`config.mk`:
```
export PLATFORM = sky130hd
export DESIGN_NAME = rx_desc_ring
export DESIGN_NICKNAME = d
export VERILOG_FILES = /design/src/rtl/rx_desc_ring_pkg.sv /design/src/rtl/rx_slot_table.sv /design/src/rtl/rx_frame_writer.sv /design/src/rtl/rx_desc_ring.sv
export SDC_FILE = /design/constraint.sdc
export NUM_CORES = 1
export LEC_CHECK = 0
export ABC_CLOCK_PERIOD_IN_PS = 3500
export BUFFER_PORTS_ARGS = -buffer_cell sky130_fd_sc_hd__buf_2
export CORE_ASPECT_RATIO = 0.9
export CORE_MARGIN = 10
export CORE_UTILIZATION = 35
export DETAILED_ROUTE_END_ITERATION = 8
export MAX_ROUTING_LAYER = met4
export SYNTH_ARGS = -nofsm -noshare
export SYNTH_HDL_FRONTEND = slang
export SYNTH_SLANG_ARGS = --single-unit
```
`constraint.sdc`:
```
create_clock -name clk -period 3.5 [get_ports clk]
set_clock_uncertainty 0.15 [all_clocks]
set_input_delay 0.175 -clock clk [delete_from_list [all_inputs] [get_ports clk]]
set_output_delay 0.175 -clock clk [all_outputs]
set_load 0.005 [all_outputs]
```
`src/rtl/rx_desc_ring_pkg.sv`:
```
package rx_desc_ring_pkg;

  typedef enum logic [1:0] {
    ST_OFF  = 2'd0,
    ST_HUNT = 2'd1,
    ST_RECV = 2'd2,
    ST_DROP = 2'd3
  } rx_state_e;

  // Slot that follows idx: the ring-closing flag or the end of the table sends it to 0
  function automatic int rxr_next_slot(input int idx, input logic wrap, input int count);
    if (wrap || (idx + 1 >= count)) return 0;
    return idx + 1;
  endfunction

  // Byte count after one more byte, held at the maximum
  function automatic int rxr_len_after(input int cnt, input int max_len);
    if (cnt >= max_len) return max_len;
    return cnt + 1;
  endfunction

endpackage

```
`src/rtl/rx_slot_table.sv`:
```
module rx_slot_table #(
  parameter int NUM_DESC = 8,
  parameter int IDX_W    = 3,
  parameter int LEN_W    = 11,
  parameter int ADDR_W   = 16
) (
  input  logic              clk,
  input  logic              rst_n,
  input  logic              sw_we,
  input  logic [IDX_W-1:0]  sw_idx,
  input  logic              sw_empty,
  input  logic              sw_wrap,
  input  logic [ADDR_W-1:0] sw_ptr,
  input  logic              close_stb,
  input  logic [IDX_W-1:0]  close_idx,
  input  logic [LEN_W-1:0]  close_len,
  input  logic              close_err,
  input  logic [IDX_W-1:0]  look_idx,
  output logic              look_empty,
  output logic              look_wrap,
  output logic [ADDR_W-1:0] look_ptr,
  input  logic [IDX_W-1:0]  rd_idx,
  output logic              rd_empty,
  output logic              rd_wrap,
  output logic              rd_last,
  output logic              rd_err,
  output logic [LEN_W-1:0]  rd_len,
  output logic [ADDR_W-1:0] rd_ptr
);

  logic [NUM_DESC-1:0] empty_q, wrap_q, last_q, err_q;
  logic [LEN_W-1:0]    len_q [NUM_DESC];
  logic [ADDR_W-1:0]   ptr_q [NUM_DESC];

  for (genvar g = 0; g < NUM_DESC; g++) begin : g_slot
    logic hit_eng, hit_sw;
    assign hit_eng = close_stb && (close_idx == IDX_W'(g));
    assign hit_sw  = sw_we && (sw_idx == IDX_W'(g));

    always_ff @(posedge clk or negedge rst_n) begin
      if (!rst_n) begin
        empty_q[g] <= 1'b0;
        wrap_q[g]  <= 1'b0;
        last_q[g]  <= 1'b0;
        err_q[g]   <= 1'b0;
        len_q[g]   <= '0;
        ptr_q[g]   <= '0;
      end else if (hit_eng) begin
        // engine write-back wins over a software write to the same slot
        empty_q[g] <= 1'b0;
        last_q[g]  <= 1'b1;
        err_q[g]   <= close_err;
        len_q[g]   <= close_len;
      end else if (hit_sw) begin
        empty_q[g] <= sw_empty;
        wrap_q[g]  <= sw_wrap;
        last_q[g]  <= 1'b0;
        err_q[g]   <= 1'b0;
        len_q[g]   <= '0;
        ptr_q[g]   <= sw_ptr;
      end
    end
  end

  assign look_empty = empty_q[look_idx];
  assign look_wrap  = wrap_q[look_idx];
  assign look_ptr   = ptr_q[look_idx];

  assign rd_empty = empty_q[rd_idx];
  assign rd_wrap  = wrap_q[rd_idx];
  assign rd_last  = last_q[rd_idx];
  assign rd_err   = err_q[rd_idx];
  assign rd_len   = len_q[rd_idx];
  assign rd_ptr   = ptr_q[rd_idx];

endmodule

```
`src/rtl/rx_frame_writer.sv`:
```
module rx_frame_writer
  import rx_desc_ring_pkg::*;
#(
  parameter int NUM_DESC = 8,
  parameter int IDX_W    = 3,
  parameter int LEN_W    = 11,
  parameter int ADDR_W   = 16,
  parameter int MAX_LEN  = 1518,
  parameter int DROP_W   = 16
) (
  input  logic              clk,
  input  logic              rst_n,
  input  logic              start,
  input  logic [IDX_W-1:0]  start_idx,
  input  logic              kick,
  input  logic              in_valid,
  input  logic [7:0]        in_data,
  input  logic              in_sof,
  input  logic              in_eof,
  input  logic              in_err,
  output logic [IDX_W-1:0]  look_idx,
  input  logic              look_empty,
  input  logic              look_wrap,
  input  logic [ADDR_W-1:0] look_ptr,
  output logic              close_stb,
  output logic [IDX_W-1:0]  close_idx,
  output logic [LEN_W-1:0]  close_len,
  output logic              close_err,
  output logic              mem_we,
  output logic [ADDR_W-1:0] mem_addr,
  output logic [7:0]        mem_wdata,
  output logic              frame_evt,
  output logic              stalled,
  output logic [DROP_W-1:0] drop_count
);

  rx_state_e         st_q;
  logic [IDX_W-1:0]  idx_q;
  logic [LEN_W-1:0]  cnt_q;
  logic [ADDR_W-1:0] ptr_q;
  logic              trunc_q, stall_q;

  logic take_new, refuse, in_body, room, byte_wr;
  logic [ADDR_W-1:0] wr_addr;
  logic [IDX_W-1:0]  idx_after;

  always_comb begin
    take_new  = in_valid && in_sof && (st_q == ST_HUNT) && !stall_q && look_empty;
    refuse    = in_valid && in_sof && (st_q == ST_HUNT) && (stall_q || !look_empty);
    in_body   = in_valid && (st_q == ST_RECV);
    room      = cnt_q < LEN_W'(MAX_LEN);
    byte_wr   = take_new || (in_body && room);
    wr_addr   = take_new ? look_ptr : ptr_q + ADDR_W'(cnt_q);
    close_stb = (take_new || in_body) && in_eof;
    close_idx = idx_q;
    close_len = take_new ? LEN_W'(1) : LEN_W'(rxr_len_after(32'(cnt_q), MAX_LEN));
    close_err = in_err || (in_body && !room) || (!take_new && trunc_q);
    idx_after = IDX_W'(rxr_next_slot(32'(idx_q), look_wrap, NUM_DESC));
  end

  assign look_idx = idx_q;

  always_ff @(posedge clk or negedge rst_n) begin
    if (!rst_n) begin
      st_q       <= ST_OFF;
      idx_q      <= '0;
      cnt_q      <= '0;
      ptr_q      <= '0;
      trunc_q    <= 1'b0;
      stall_q    <= 1'b0;
      mem_we     <= 1'b0;
      mem_addr   <= '0;
      mem_wdata  <= '0;
      frame_evt  <= 1'b0;
      drop_count <= '0;
    end else begin
      mem_we    <= byte_wr;
      frame_evt <= close_stb;
      if (byte_wr) begin
        mem_addr  <= wr_addr;
        mem_wdata <= in_data;
      end
      if (kick) stall_q <= 1'b0;
      if (start) begin
        idx_q   <= start_idx;
        st_q    <= ST_HUNT;
        stall_q <= 1'b0;
      end else begin
        unique case (st_q)
          ST_HUNT: begin
            if (take_new) begin
              ptr_q   <= look_ptr;
              cnt_q   <= LEN_W'(1);
              trunc_q <= 1'b0;
              if (in_eof) idx_q <= idx_after;
              else        st_q  <= ST_RECV;
            end else if (refuse) begin
              drop_count <= drop_count + 1'b1;
              stall_q    <= 1'b1;
              if (!in_eof) st_q <= ST_DROP;
            end
          end
          ST_RECV: begin
            if (in_valid) begin
              if (room) cnt_q   <= cnt_q + 1'b1;
              else      trunc_q <= 1'b1;
              if (in_eof) begin
                idx_q <= idx_after;
                st_q  <= ST_HUNT;
              end
            end
          end
          ST_DROP: begin
            if (in_valid && in_eof) st_q <= ST_HUNT;
          end
          default: ;
        endcase
      end
    end
  end

  assign stalled = stall_q;

endmodule

```
`src/rtl/rx_desc_ring.sv`:
```
module rx_desc_ring #(
  parameter int NUM_DESC = 8,
  parameter int ADDR_W   = 16,
  parameter int MAX_LEN  = 1518,
  parameter int DROP_W   = 16,
  localparam int IDX_W   = $clog2(NUM_DESC),
  localparam int LEN_W   = $clog2(MAX_LEN + 1)
) (
  input  logic              clk,
  input  logic              rst_n,
  input  logic              start,
  input  logic [IDX_W-1:0]  start_idx,
  input  logic              kick,
  input  logic              in_valid,
  input  logic [7:0]        in_data,
  input  logic              in_sof,
  input  logic              in_eof,
  input  logic              in_err,
  input  logic              sw_we,
  input  logic [IDX_W-1:0]  sw_idx,
  input  logic              sw_empty,
  input  logic              sw_wrap,
  input  logic [ADDR_W-1:0] sw_ptr,
  input  logic [IDX_W-1:0]  rd_idx,
  output logic              rd_empty,
  output logic              rd_wrap,
  output logic              rd_last,
  output logic              rd_err,
  output logic [LEN_W-1:0]  rd_len,
  output logic [ADDR_W-1:0] rd_ptr,
  output logic              mem_we,
  output logic [ADDR_W-1:0] mem_addr,
  output logic [7:0]        mem_wdata,
  output logic              frame_evt,
  output logic              stalled,
  output logic [DROP_W-1:0] drop_count,
  output logic [IDX_W-1:0]  cur_idx
);

  // internal events exposed as named wires for the checker
  logic              eng_close_stb;
  logic [IDX_W-1:0]  eng_close_idx;
  logic [LEN_W-1:0]  eng_close_len;
  logic              eng_close_err;
  logic [IDX_W-1:0]  slot_idx;
  logic              slot_empty;
  logic              slot_wrap;
  logic [ADDR_W-1:0] slot_ptr;

  rx_slot_table #(
    .NUM_DESC(NUM_DESC), .IDX_W(IDX_W), .LEN_W(LEN_W), .ADDR_W(ADDR_W)
  ) u_table (
    .clk(clk), .rst_n(rst_n),
    .sw_we(sw_we), .sw_idx(sw_idx), .sw_empty(sw_empty), .sw_wrap(sw_wrap), .sw_ptr(sw_ptr),
    .close_stb(eng_close_stb), .close_idx(eng_close_idx),
    .close_len(eng_close_len), .close_err(eng_close_err),
    .look_idx(slot_idx), .look_empty(slot_empty), .look_wrap(slot_wrap), .look_ptr(slot_ptr),
    .rd_idx(rd_idx), .rd_empty(rd_empty), .rd_wrap(rd_wrap), .rd_last(rd_last),
    .rd_err(rd_err), .rd_len(rd_len), .rd_ptr(rd_ptr)
  );

  rx_frame_writer #(
    .NUM_DESC(NUM_DESC), .IDX_W(IDX_W), .LEN_W(LEN_W), .ADDR_W(ADDR_W),
    .MAX_LEN(MAX_LEN), .DROP_W(DROP_W)
  ) u_writer (
    .clk(clk), .rst_n(rst_n),
    .start(start), .start_idx(start_idx), .kick(kick),
    .in_valid(in_valid), .in_data(in_data), .in_sof(in_sof), .in_eof(in_eof), .in_err(in_err),
    .look_idx(slot_idx), .look_empty(slot_empty), .look_wrap(slot_wrap), .look_ptr(slot_ptr),
    .close_stb(eng_close_stb), .close_idx(eng_close_idx),
    .close_len(eng_close_len), .close_err(eng_close_err),
    .mem_we(mem_we), .mem_addr(mem_addr), .mem_wdata(mem_wdata),
    .frame_evt(frame_evt), .stalled(stalled), .drop_count(drop_count)
  );

  assign cur_idx = slot_idx;

endmodule

```
==> After elaboration in Yosys (flattened, before gate mapping) <==
Cells that the tools add are included.
{ "totals": {"wordCells": 286, "romBits": 0, "mem_count": 0, "latch_bits": 0, "mem_bits_rw": 0, "out_inout_bits": 77, "reg_bits": 324, "in_bits": 44} }
{ "classes": {"div_mod_pow": 0, "eq_ne": 28, "n_mux": 111, "bitwise": 12, "magnitude_cmp": 7, "reduce_logical": 64, "n_mul": 0, "n_addsub": 5, "shift": 0} }
{ "op_table": {"columns": ["op", "n"], "rows": [
  ["$mux W11", 24],
  ["$bmux W16 S3", 2],
  ["$mux W16", 5],
  ["$mux W1", 56],
  ["$bmux W11 S3", 1],
  ["$logic_and A1 B1 Y1", 27],
  ["$eq A3 B3 Y1 const B", 8],
  ["$add A11 B1 Y11 const B", 2],
  ["$pmux W11 S2", 1],
  ["$bmux W1 S3", 6],
  ["$reduce_bool A2 Y1", 9],
  ["$add A16 B1 Y16 const B", 1],
  ["$add A16 B11 Y16", 1],
  ["$mux W2", 8],
  ["$reduce_and A2 Y1", 8],
  ["$mux W3", 5],
  ["$eq A3 B2 Y1 const B", 4],
  ["$ge A4 B4 Y1 const B", 3],
  ["$ge A11 B11 Y1 const B", 1],
  ["$lt A11 B11 Y1 const B", 1],
  ["$not A1 Y1", 10],
  ["$reduce_and A5 Y1", 2],
  ["$lt A3 B4 Y1 const B", 2],
  ["$ne A4 B4 Y1 const B", 2],
  ["other kinds (21)", 38]
]} }

==> Depth between registers and ports, before layout <==
{ "logic_depth": {"depth_word": 9, "mapped_depth": 12, "depth_no_buf": 8} }

==> By module <==
A second synthesis with hierarchy kept.
{ "hier_totals": {"cells_unflattened": 1167, "area_unflattened_um2": 16303.1} }
{ "by_module_without_submodules": {"columns": ["module", "n_inst", "cells_each", "seq_area_each_um2", "area_each_um2"], "rows": [
  ["rx_slot_table", 1, 756, 6206.0, 12233.0],
  ["rx_frame_writer", 1, 411, 1901.8, 4070.2]
]} }

==> Worst setup path before layout <==
OpenSTA, ideal clock, no wires.
{ "synth_path": {"kind": "reg2reg", "startpoint": "register u_writer.idx_q[0] (netlist: u_writer.close_idx[0])", "endpoint": "register u_table.ptr_q[103] in the netlist's numbering", "synth_period_minus_slack_ps": 3059, "slack_ps": 441, "required_ps": 3225, "arrival_time_ps": 2783, "setup_time_ps": 125, "n_path_buf": 5, "path_stages_with_launch": 12, "path_cell_list": "dfrtp_1 -> buf_6 -> mux4_2 -> mux2_4 -> a21o_1 -> buf_6 -> and4_1 -> buf_6 -> or2_1 -> buf_6 -> buf_8 -> mux2_4"} }
{ "synth_via": {"elab_chain_cells": 8, "word_cells_on_any_way": 9, "classes_between": "1 x eq/ne; 2 x mux; 1 x bitwise; 5 x reduce/logical"} }
{ "synth_rtl": {"columns": ["item", "line_no", "source"], "rows": [
  ["start, declared", "rx_frame_writer.sv:38", "logic [IDX_W-1:0] idx_q;"],
  ["start signal, assigned", "rx_frame_writer.sv:85", "idx_q <= start_idx;"],
  ["start signal, assigned", "rx_frame_writer.sv:95", "if (in_eof) idx_q <= idx_after;"],
  ["start signal, assigned", "rx_frame_writer.sv:108", "idx_q <= idx_after;"],
  ["$bmux W1 S3", "rx_slot_table.sv:65", "assign look_empty = empty_q[look_idx];"],
  ["$mux W1 (implied by the code)", "rx_slot_table.sv:65", null],
  ["$logic_and A1 B1 Y1", "rx_frame_writer.sv:48", "take_new = in_valid && in_sof && (st_q == ST_HUNT) && !stall_q && look_empty;"],
  ["$logic_or A1 B1 Y1", "rx_frame_writer.sv:54", "close_stb = (take_new || in_body) && in_eof;"],
  ["$logic_and A1 B1 Y1", "rx_frame_writer.sv:54", null],
  ["$logic_and A1 B1 Y1 *", "rx_slot_table.sv:37", "assign hit_eng = close_stb && (close_idx == IDX_W'(g));"],
  ["$not A1 Y1 (no line) *", null, null],
  ["$reduce_and A2 Y1 (no line) *", null, null],
  ["end signal, assigned by index", "rx_slot_table.sv:60", "ptr_q[g] <= sw_ptr;"],
  ["end, declared", "rx_slot_table.sv:33", "logic [ADDR_W-1:0] ptr_q [NUM_DESC];"]
]} }
Mark *: on every way between the ends. The rest lies on a longest branch, timed or not. The select of a mux whose other input is x is not followed.
A chain may end at the register's enable or synchronous reset.

==> Final worst setup path <==
{ "layout_path": {"startpoint": "register u_writer.idx_q[0] (netlist: u_writer.close_idx[0])", "endpoint": "register u_writer.idx_q[2] (netlist: u_writer.close_idx[2])"} }
{ "layout_via": {"elab_chain_cells": 9, "word_cells_on_any_way": 17, "classes_between": "1 x add/sub; 1 x order compare; 1 x eq/ne; 11 x mux; 3 x reduce/logical"} }
{ "layout_rtl": {"columns": ["item", "line_no", "source"], "rows": [
  ["$add A3 B1 Y4 / $bmux W1 S3 (equally long branches)", "rx_desc_ring_pkg.sv:12, rx_slot_table.sv:66", null],
  ["$ge A4 B4 Y1 / $mux W1 (equally long branches)", "rx_desc_ring_pkg.sv:12, rx_slot_table.sv:66", null],
  ["$logic_or A1 B1 Y1", "rx_desc_ring_pkg.sv:12", "if (wrap || (idx + 1 >= count)) return 0;"],
  ["$mux W1", "rx_desc_ring_pkg.sv:12", null],
  ["$mux W3", "rx_desc_ring_pkg.sv:13", "return idx + 1;"],
  ["$mux W3", "rx_frame_writer.sv:95, rx_frame_writer.sv:107", null],
  ["$mux W3 (on tied branches)", "rx_frame_writer.sv:104, rx_frame_writer.sv:91", null],
  ["$pmux W3 S2", "rx_frame_writer.sv:89", "unique case (st_q)"],
  ["$mux W3", "rx_frame_writer.sv:84", "if (start) begin"]
]} }
Parallel ways exist; a longest one is shown, timed or not. The select of a mux whose other input is x is not followed.

==> flow_summary.ini <==
[outcome]
outcome = complete, no violations

[route]
drtAntennaViolNets = 0
drtPass1Iterations = 5
wl_per_cell_um = 21.11
via_per_inst = 5.415
num_vias = 11870
routed_wl_mm = 46.27
drtIter0Drc = 933
drcViolationCount = 0

[clocking]
ctsHtreeMaxLevel = 2
clockRootBuffer = clkbuf_16
cts_buffers = 37
cts_tree = built
clk_latency_ns = 0.56
clkTransAtPathRegs_ns = 0.06
clkSinkCount = 324
post_cts_buffers = 0
clockBufferDepth = 3

[global_routing]
antenna_found_initial = 2
grt_overflow = 0
first_global_vias = 12440
grt_pass1_wl_mm = 73.60
grt_max_degree = 116
grt_usage_pct = 16.58

[worst_setup_path]
crit_slowest_cell = nor3_2
arrival_ns = 3.61
start_kind = register
crit_type = register to register
cp_max_fo = 12
cp.required_ns = 3.78
cp_cell_sequence = mux4_2 > mux2i_1 > nor3_2 > o221ai_1 > nor3b_1 > a221o_1 > dlygate4sd3_1
endpoint_kind = register
cp_slowest_stage_delay_ns = 0.73

[floorplanning]
initial_utilization_pct = 35.34
dieArea_um2 = 57400
rows = 76
io_pins = 121
dieHeight_um = 228.3
core_area_um2 = 47740
dieWidth_um = 251.4

[sta]
rsz0062_at_grt = no
period_needed_ns = 3.333
slew-limit-headroom_pct = 31.44
setup_tns_ns = 0
fmax_ghz = 0.3000
timing.final.crit_share_pct = 95.23
final_hold_viol_count = 0
drv_slew = 0
finalSetupViolCount = 0
whs_ns = 0.02177
tightest_slew_ns = 1.028

[power]
power_frac_comb_pct = 26.1
netSwitchingPower_mw = 3.675
p_leak_nw = 9.125
seqPwrFrac_pct = 40.5
p_clk_share_pct = 33.4
irDropWorstVdd_mv = 0.3205
power.internal_mw = 8.647
p_per_area_nw_per_um2 = 617.9
swShare_pct = 29.82

[finish]
syn_to_final_growth_pct = 18.19
final_nets = 1607
drive_gt1_share_pct = 32.63

[logic_synthesis]
ys_top_cells_by_count = dfrtp_1 (324), nand2_1 (217), mux2_2 (140), mux4_2 (93), o21ai_0 (78)
ys_ff_latch = 324
ys.flop_type = dfrtp_1
synthCells = 1383
syn_area_per_cell_um2 = 12.20
yosys.cell_count.top_type = dfrtp_1
yosys-top-cells-area = dfrtp_1 (48%), mux4_2 (12%), mux2_2 (9.3%)
ys_seq_area_share_pct = 48.06
syn_area_um2 = 16870
synthArstFlopShare_pct = 100.0
synth_edf_count = 0
syn_nets = 1451
synth_cell_types = 63
synth_top_area_cell = dfrtp_1
yosys_warnings = 0
synth_top_area_share_pct = 48.06

[hold_path]
worst_hold_path_type = input pin to async pin

[place]
place_congestion = 0.8469
hpwl_mm = 30.31
port_buffers = 120

[run]
maxCapViolCount = 0
==> cells in the final DEF (no fill, tap or decap), drive strengths merged, types with 8 or more instances in the layout <==
master and instances:
a21o 9, a21oi 38, and3 11, and4 9, buf 171, clkbuf 56
dfrtp 324, dlygate4sd3 40, ha 23, inv 14, mux2 181, mux2i 37
mux4 97, nand2 217, nand3 61, nand4 10, nor2 42, nor3 12
o21ai 81, or2 8, xnor2 16, xor2 15
==> layer usage <==
layer | track usage [%] | vias to the layer above | routed length (µm)
met5 | - | - | 0
met4 | 4.145 | 0 | 806
met3 | 3.353 | 57 | 2827
met2 | 25.22 | 323 | 21180
met1 | 22.34 | 6099 | 21460
li1 | - | 5390 | -
==> critical path: cells and delay by family, from the launching register on <==
family,cells,cell delay (ns)
AOI/OAI and AO/OA,2,0.59
buffers and inverters,1,0.56
DFF,1,0.43
muxes,2,0.52
and+or+nand+nor,2,0.94
==> repair_timing <==
| action | 4_1_cts | 5_1_grt |
|---|---|---|
| hold endpoints to repair | 238 | 0 |
| hold buffers | 40 | 0 |
| endpoints found under the setup margin | 0 | 0 |
| resized for setup | 0 | 0 |
==> final cells by class <==
| type | count | area [µm²] |
|---|---|---|
| antenna | 2 | 5.005 |
| clock buffer | 56 | 1129 |
| clock inverter | 10 | 176.4 |
| fill | 4440 | 27800 |
| inverter | 14 | 52.55 |
| multi-input combinational | 951 | 8240 |
| sequential | 324 | 8110 |
| tap | 624 | 780.7 |
| timing repair buffer | 211 | 1446 |
==> logic make-up (layout without fill, tap and decap cells) <==
| group | count (synthesis) | in the layout | share of synthesized area, % |
|---|---|---|---|
| and+or+nand+nor | 396 | 396 | 10.49 |
| DFF | 324 | 324 | 48.06 |
| muxes | 315 | 315 | 28.23 |
| AOI/OAI and AO/OA | 185 | 185 | 6.637 |
| buffers and inverters | 108 | 291 | 3.159 |
| xor gates and xnor gates | 31 | 31 | 1.609 |
| adders and majority gates | 24 | 24 | 1.824 |
| other | 0 | 2 | 0 |
==> power groups by stage <==
| stage | Combinational [mW] | Sequential (mW) | Clock [mW] |
|---|---|---|---|
| after detailed placement | 3.16 | 5.04 | 0 |
| final | 3.22 | 4.99 | 4.12 |
| after CTS | 3.22 | 4.98 | 4.22 |
| after global routing | 3.51 | 5.09 | 4.37 |
| after floorplan | 2.13 | 4.91 | 0 |
| after global placement | 3.10 | 5.00 | 0 |
==> worst paths after layout <==
check | to | start | slack (ns) | cells past startpoint
worst min register to register | u_writer.drop_count[15] | u_writer.drop_count[15] | 0.31 | 1
max in group asynchronous | u_table.len_q[64] | rst_n | 2.09 | 3
worst max register to register | u_writer.close_idx[2] | u_writer.close_idx[0] | 0.17 | 7
min in group clk | u_table.last_q[5] | sw_we | 0.05 | 5
worst max-delay path | u_writer.close_idx[2] | u_writer.close_idx[0] | 0.17 | 7
worst min-delay path | u_table.ptr_q[40] | rst_n | 0.02 | 2
==> per-stage QoR <==
step / utilization (%) / worst slack [ns] / std cells / power, mW / cell area [µm²]
after detailed placement: 38.19 / 0.5995 / 2084 / 8.196 / 18230
after floorplan: - / 0.4415 / 1383 / 7.035 / 16870
after CTS: 41.76 / 0.1956 / 2190 / 12.42 / 19940
final: 41.77 / 0.1668 / 2192 / 12.32 / 19940
after global placement: 38.19 / 0.5985 / 2084 / 8.097 / 18230
after global routing: 41.77 / 0.03373 / 2192 / 12.97 / 19940
==> sequential cells by signal, summed over array words and instances, names as in the netlist <==
register,count
u_table.len_q,88
u_writer.mem_we,1
u_table.ptr_q,128
u_writer.drop_count,16
u_writer.mem_addr,16
u_table.err_q,8
u_writer.st_q,2
u_writer.frame_evt,1
u_writer.cnt_q,11
u_writer.ptr_q,16
u_writer.trunc_q,1
u_writer.stalled,1
u_table.empty_q,8
u_writer.mem_wdata,8
u_table.wrap_q,8
u_table.last_q,8
u_writer.close_idx,3
Note: power is estimated with default switching activity, not from simulation.
